[src/rtl/pwmdb_pkg.sv]
package pwmdb_pkg;

    typedef enum logic [1:0] {
        ST_IDLE = 2'd0,
        ST_RUN  = 2'd1,
        ST_HALT = 2'd2
    } pwm_state_e;

    localparam logic [1:0] MODE_CONT  = 2'b00;
    localparam logic [1:0] MODE_ONE   = 2'b01;
    localparam logic [1:0] MODE_MULTI = 2'b10;
    localparam logic [1:0] MODE_OFF   = 2'b11;

    localparam int NUM_CH = 2;

endpackage

[src/rtl/pwmdb_ctrl.sv]
module pwmdb_ctrl
    import pwmdb_pkg::*;
#(
    parameter int SW = 8
) (
    input  logic          clk,
    input  logic          rst_n,
    input  logic [1:0]    mode,
    input  logic [SW-1:0] shots,
    input  logic          start,
    input  logic          kill,
    input  logic          wrap,
    output logic          run
);

    localparam logic [SW-1:0] REM_ONE = SW'(1);

    pwm_state_e    state_q, state_d;
    logic [SW-1:0] remain_q, remain_d;
    logic          last_period;

    assign last_period = (mode == MODE_ONE) || (remain_q <= REM_ONE);

    // state register
    always_ff @(posedge clk) begin
        if (!rst_n) begin
            state_q  <= ST_IDLE;
            remain_q <= '0;
        end else begin
            state_q  <= state_d;
            remain_q <= remain_d;
        end
    end

    // next state and burst counter
    always_comb begin
        state_d  = state_q;
        remain_d = remain_q;
        unique case (state_q)
            ST_IDLE: begin
                if (kill) begin
                    state_d = ST_HALT;
                end else if (start && (mode != MODE_OFF)) begin
                    state_d  = ST_RUN;
                    remain_d = (shots == '0) ? REM_ONE : shots;
                end
            end
            ST_RUN: begin
                if (kill) begin
                    state_d = ST_HALT;
                end else if (wrap && (mode != MODE_CONT)) begin
                    if (last_period) begin
                        state_d = ST_IDLE;
                    end else begin
                        remain_d = remain_q - REM_ONE;
                    end
                end
            end
            ST_HALT: begin
                if (!kill) begin
                    state_d = ST_IDLE;
                end
            end
            default: state_d = ST_IDLE;
        endcase
    end

    // outputs of the state machine
    always_comb begin
        run = (state_q == ST_RUN);
    end

    assert_start_ignored_R8: assert property (@(posedge clk) disable iff (!rst_n)
        (state_q == ST_RUN && start && !kill && !wrap) |=> (state_q == ST_RUN && $stable(remain_q)));

    assert_halt_no_run_R9: assert property (@(posedge clk) disable iff (!rst_n)
        (state_q == ST_HALT) |=> (state_q != ST_RUN));

    assert_kill_wins_R10: assert property (@(posedge clk) disable iff (!rst_n)
        (kill && start) |=> (state_q == ST_HALT));

    assert_one_shot_ends_R6: assert property (@(posedge clk) disable iff (!rst_n)
        (state_q == ST_RUN && wrap && !kill && mode == MODE_ONE) |=> (state_q == ST_IDLE));

    assert_disabled_R11: assert property (@(posedge clk) disable iff (!rst_n)
        (state_q == ST_IDLE && mode == MODE_OFF) |=> (state_q != ST_RUN));

endmodule

[src/rtl/pwmdb_counter.sv]
module pwmdb_counter #(
    parameter int CW = 8
) (
    input  logic          clk,
    input  logic          rst_n,
    input  logic          run,
    input  logic [CW-1:0] period,
    input  logic [CW-1:0] compare,
    output logic          phase_a,
    output logic          phase_b,
    output logic          wrap
);

    logic [CW-1:0] cnt_q;
    logic          below;

    assign below   = (cnt_q < compare);
    assign wrap    = run && (cnt_q == period);
    assign phase_a = run && below;
    assign phase_b = run && !below;

    always_ff @(posedge clk) begin
        if (!rst_n) begin
            cnt_q <= '0;
        end else if (!run || wrap) begin
            cnt_q <= '0;
        end else begin
            cnt_q <= cnt_q + CW'(1);
        end
    end

    assert_wrap_restart_R2: assert property (@(posedge clk) disable iff (!rst_n)
        wrap |=> (cnt_q == '0));

endmodule

[src/rtl/pwmdb_deadband.sv]
module pwmdb_deadband #(
    parameter int CW = 8
) (
    input  logic          clk,
    input  logic          rst_n,
    input  logic          level,
    input  logic          force_off,
    input  logic [CW-1:0] dead,
    output logic          out
);

    logic [CW-1:0] dly_q;
    logic          out_q;

    always_ff @(posedge clk) begin
        if (!rst_n) begin
            dly_q <= '0;
            out_q <= 1'b0;
        end else if (force_off || !level) begin
            dly_q <= '0;
            out_q <= 1'b0;
        end else if (dly_q >= dead) begin
            out_q <= 1'b1;
        end else begin
            dly_q <= dly_q + CW'(1);
            out_q <= 1'b0;
        end
    end

    assign out = out_q;

    assert_rise_after_dead_R4: assert property (@(posedge clk) disable iff (!rst_n)
        $rose(out_q) |-> ($past(level) && ($past(dly_q) >= $past(dead))));

endmodule

[src/rtl/pwmdb_top.sv]
module pwmdb_top
    import pwmdb_pkg::*;
#(
    parameter int CW = 8,
    parameter int SW = 8
) (
    input  logic          clk,
    input  logic          rst_n,
    input  logic [1:0]    mode,
    input  logic [CW-1:0] period,
    input  logic [CW-1:0] compare,
    input  logic [CW-1:0] dead,
    input  logic [SW-1:0] shots,
    input  logic          start,
    input  logic          kill,
    output logic          out_a,
    output logic          out_b
);

    logic              run;
    logic              wrap;
    logic [NUM_CH-1:0] lv;
    logic [NUM_CH-1:0] drv;

    pwmdb_ctrl #(.SW(SW)) u_ctrl (
        .clk   (clk),
        .rst_n (rst_n),
        .mode  (mode),
        .shots (shots),
        .start (start),
        .kill  (kill),
        .wrap  (wrap),
        .run   (run)
    );

    pwmdb_counter #(.CW(CW)) u_cnt (
        .clk     (clk),
        .rst_n   (rst_n),
        .run     (run),
        .period  (period),
        .compare (compare),
        .phase_a (lv[0]),
        .phase_b (lv[1]),
        .wrap    (wrap)
    );

    for (genvar ch = 0; ch < NUM_CH; ch++) begin : g_chan
        pwmdb_deadband #(.CW(CW)) u_db (
            .clk       (clk),
            .rst_n     (rst_n),
            .level     (lv[ch]),
            .force_off (kill),
            .dead      (dead),
            .out       (drv[ch])
        );
    end

    assign out_a = drv[0];
    assign out_b = drv[1];

    assert_no_overlap_R3: assert property (@(posedge clk) disable iff (!rst_n)
        !(out_a && out_b));

    assert_kill_off_R9: assert property (@(posedge clk) disable iff (!rst_n)
        kill |=> (!out_a && !out_b));

endmodule

[config.mk]
export PLATFORM = sky130hd
export DESIGN_NAME = pwmdb_top
export DESIGN_NICKNAME = d
export VERILOG_FILES = /design/src/rtl/pwmdb_pkg.sv /design/src/rtl/pwmdb_ctrl.sv /design/src/rtl/pwmdb_counter.sv /design/src/rtl/pwmdb_deadband.sv /design/src/rtl/pwmdb_top.sv
export SDC_FILE = /design/constraint.sdc
export NUM_CORES = 1
export LEC_CHECK = 0
export BUFFER_PORTS_ARGS = -buffer_cell sky130_fd_sc_hd__buf_2
export CAP_MARGIN = 20
export CORE_MARGIN = 2
export CORE_UTILIZATION = 61
export DETAILED_ROUTE_END_ITERATION = 10
export GPL_ROUTABILITY_DRIVEN = 1
export GPL_TIMING_DRIVEN = 0
export PLACE_DENSITY = 0.85
export SLEW_MARGIN = 5
export SYNTH_ARGS = -nofsm -noshare
export SYNTH_HDL_FRONTEND = slang
export SYNTH_SLANG_ARGS = --single-unit
[constraint.sdc]
create_clock -name clk -period 4.6 [get_ports clk]
set_input_delay 0.92 -clock clk [delete_from_list [all_inputs] [get_ports clk]]
set_output_delay 0.92 -clock clk [all_outputs]
set_load 0.1 [all_outputs]
==> flow_metrics.tcl <==
set metrics [dict create \
    postSynth.asyncResetShare 0 \
    multiInputGateArea_mm2 0.00163 \
    clk_pin_slew_ns 0.08 \
    syn_inst 284 \
    clock_skew_ns 0.00851 \
    cp_top_family "compound AO/OA/AOI/OAI gates" \
    final_nets 395 \
    hp-class "reg -> reg" \
    crit_chain "buf_2, inv_1, ha_1, a211oi_1, o21ai_1, a21oi_1, nand4b_1, a221oi_1" \
    tightest_slew_ns 0.732 \
    reg2reg_from "g_chan[0].u_db.dly_q[0]" \
    timing.critical_path.slowest_cell_delay_ns 0.47 \
    ys_seq_area_frac 0.290 \
    gp_congestion 0.808 \
    netlist_top_cells_count "dfxtp_1 (36), ha_1 (28), inv_1 (27)" \
    cp_num_buf_inv 2 \
    detail_route.wl_per_cell_um 14.3 \
    layout.core_utilization 0.718 \
    h-tree-depth 2 \
    detail-route-antenna-nets 0 \
    synth_fp_nets 350 \
    cts_resized 0 \
    r2r_setup_slack_ns 2.34 \
    crit_path_max_fanout 6 \
    tns_ns 0 \
    crit_path_end_kind "flop" \
    synth-edff-count 0 \
    cts_buffer_depth 2 \
    grt_max_degree 14 \
    ff2ff_path_depth 7 \
    grt_pass1_vias 2083 \
    die_area_mm2 0.00460 \
    drtPass1Iterations 4 \
    vias 2258 \
    root_buffer "clkbuf_8" \
    avgSynthCellArea_um2 8.74 \
    drv_slew 0 \
    drv_cap 0 \
    via_per_inst 5.94 \
    antenna_found_initial 0 \
    max_freq_mhz 392 \
    ir_drop_mv 0.196 \
    ios 40 \
    drt_iter0_drc 237 \
    yosysWarnings 0 \
    cts_sinks 36 \
    yosysTopAreaCellShare 0.290 \
    min_period_ns 2.55 \
    cp.depth 8 \
    synth_area_leaders "dfxtp_1 (29%), ha_1 (14%), a211oi_1 (5.1%)" \
    min_from "u_ctrl.state_q[1]" \
    grt_overflow 0 \
    port_buffers 38 \
    critPathLaunchType "input port" \
    die_w_um 67.8 \
    seq_area_um2 721 \
    critical_path.slowest_cell "a21oi_1" \
    ys_ff_latch 36 \
    hold_violations 0 \
    p_per_area_mw_per_mm2 245 \
    synth-main-ff-cell "dfxtp_1" \
    areaGrowthSynthToFinish_pct 14.8 \
    critPathKind "in -> reg" \
    drive_gt1_frac 0.185 \
    cp-startpoint "dead[3]" \
    arrival_ns 2.75 \
    p_total_mw 0.697 \
    post-synth-top-count-cell "dfxtp_1" \
    cts_setup_buffers 0 \
    hold_depth 1 \
    clock_latency_ns 0.30 \
    leakagePower_nw 1.28 \
    route.detailed.drc 0 \
    totalWireLength_um 5430 \
    rows 23 \
    cts_made_buffers 5 \
    core_mm2 0.00397 \
    grt_setup_unrepaired "false" \
    synth_area_mm2 0.00248 \
    outcome "complete, no violations" \
    grt_pass1_wl_um 8900 \
    synth_top_cell_by_area "dfxtp_1" \
    hpwl_um 4210 \
    required_ns 4.80 \
    initial_utilization 0.625 \
    diodes 0 \
    setup_viol 0 \
    cts_hold_buf 0 \
    die_h_um 67.8 \
    fillCellCount 309 \
    track_usage 0.253 \
    max-slew-margin-rel 0.509 \
    cts_tree "yes" \
    period_share 0.554 \
    ys_types 57 \
]
## cells by family (layout without fill, tap and decap cells)
| family | after synthesis | count (layout) | synth area share |
|---|---|---|---|
| AO/OA/AOI/OAI | 70 | 70 | 0.211 |
| XOR/XNOR | 22 | 22 | 0.0776 |
| adder cells (fa/ha/maj) | 28 | 28 | 0.141 |
| buffers and inverters | 33 | 79 | 0.0539 |
| flip-flops | 36 | 36 | 0.290 |
| multiplexers | 4 | 4 | 0.0166 |
| AND/OR/NAND/NOR | 91 | 91 | 0.209 |
## cells in the final DEF (no fill, tap or decap), types with 4 or more instances in the layout
master,n
a211oi_1,17
a21o_1,5
a21oi_1,6
buf_2,40
clkbuf_8,5
dfxtp_1,36
ha_1,28
inv_1,27
nand2_1,20
nand2b_1,5
nand3_1,8
nor2_1,16
nor3_1,5
o211ai_1,4
o21ai_0,7
or3_1,6
xnor2_1,11
xor2_1,11
## state kept, by name (all words and copies together), names as in the netlist
name,cells
g_chan.u_db.out,2
u_ctrl.remain_q,8
u_cnt.cnt_q,8
g_chan.u_db.dly_q,16
u_ctrl.state_q,2
## final timing paths
kind,to
setup reg to reg,g_chan[0].u_db.dly_q[5]
hold reg to reg,u_ctrl.state_q[1]
setup / recovery,g_chan[0].u_db.dly_q[5]
hold / removal,u_ctrl.state_q[1]
## layer usage
metal / part of all wire / global-route usage / wire length [µm] / up-vias
li1: - / - / - / 1132
met1: 0.45 / 0.318 / 2450 / 1063
met2: 0.49 / 0.425 / 2680 / 53
met3: 0.042 / 0.0583 / 226 / 10
met4: 0.012 / 0.0850 / 63 / 0
met5: 0 / 0 / 0 / -
## area by class of cell
class | count | share of cell area
repair buffers | 38 | 0.0667
clock inverters | 3 | 0.0162
well taps | 50 | 0.0219
multi-input cells | 215 | 0.571
plain buffers | 6 | 0.0114
clock buffers | 5 | 0.0241
inverters | 27 | 0.0356
flip-flops and latches | 36 | 0.253
## stage by stage
step / instance area (µm²) / std cells / worst slack, ns / hold WS (ns)
6_report: 2850 / 380 / 2.05 / 0.490
5_1_grt: 2850 / 380 / 1.83 / 0.503
4_1_cts: 2850 / 380 / 2.09 / 0.492
3_5_place_dp: 2740 / 372 / 1.81 / 0.475
3_3_place_gp: 2740 / 372 / 1.86 / 0.453
2_1_floorplan: 2480 / 284 / 2.06 / 0.439
## where the power goes
part	internal (mW)	switching (mW)	leakage [nW]
Clock	0.163	0.128	0.0548
Sequential	0.316	0.00486	0.291
Combinational	0.0384	0.0467	0.933
Total	0.518	0.180	1.28
(Power assumes the default switching activity.)
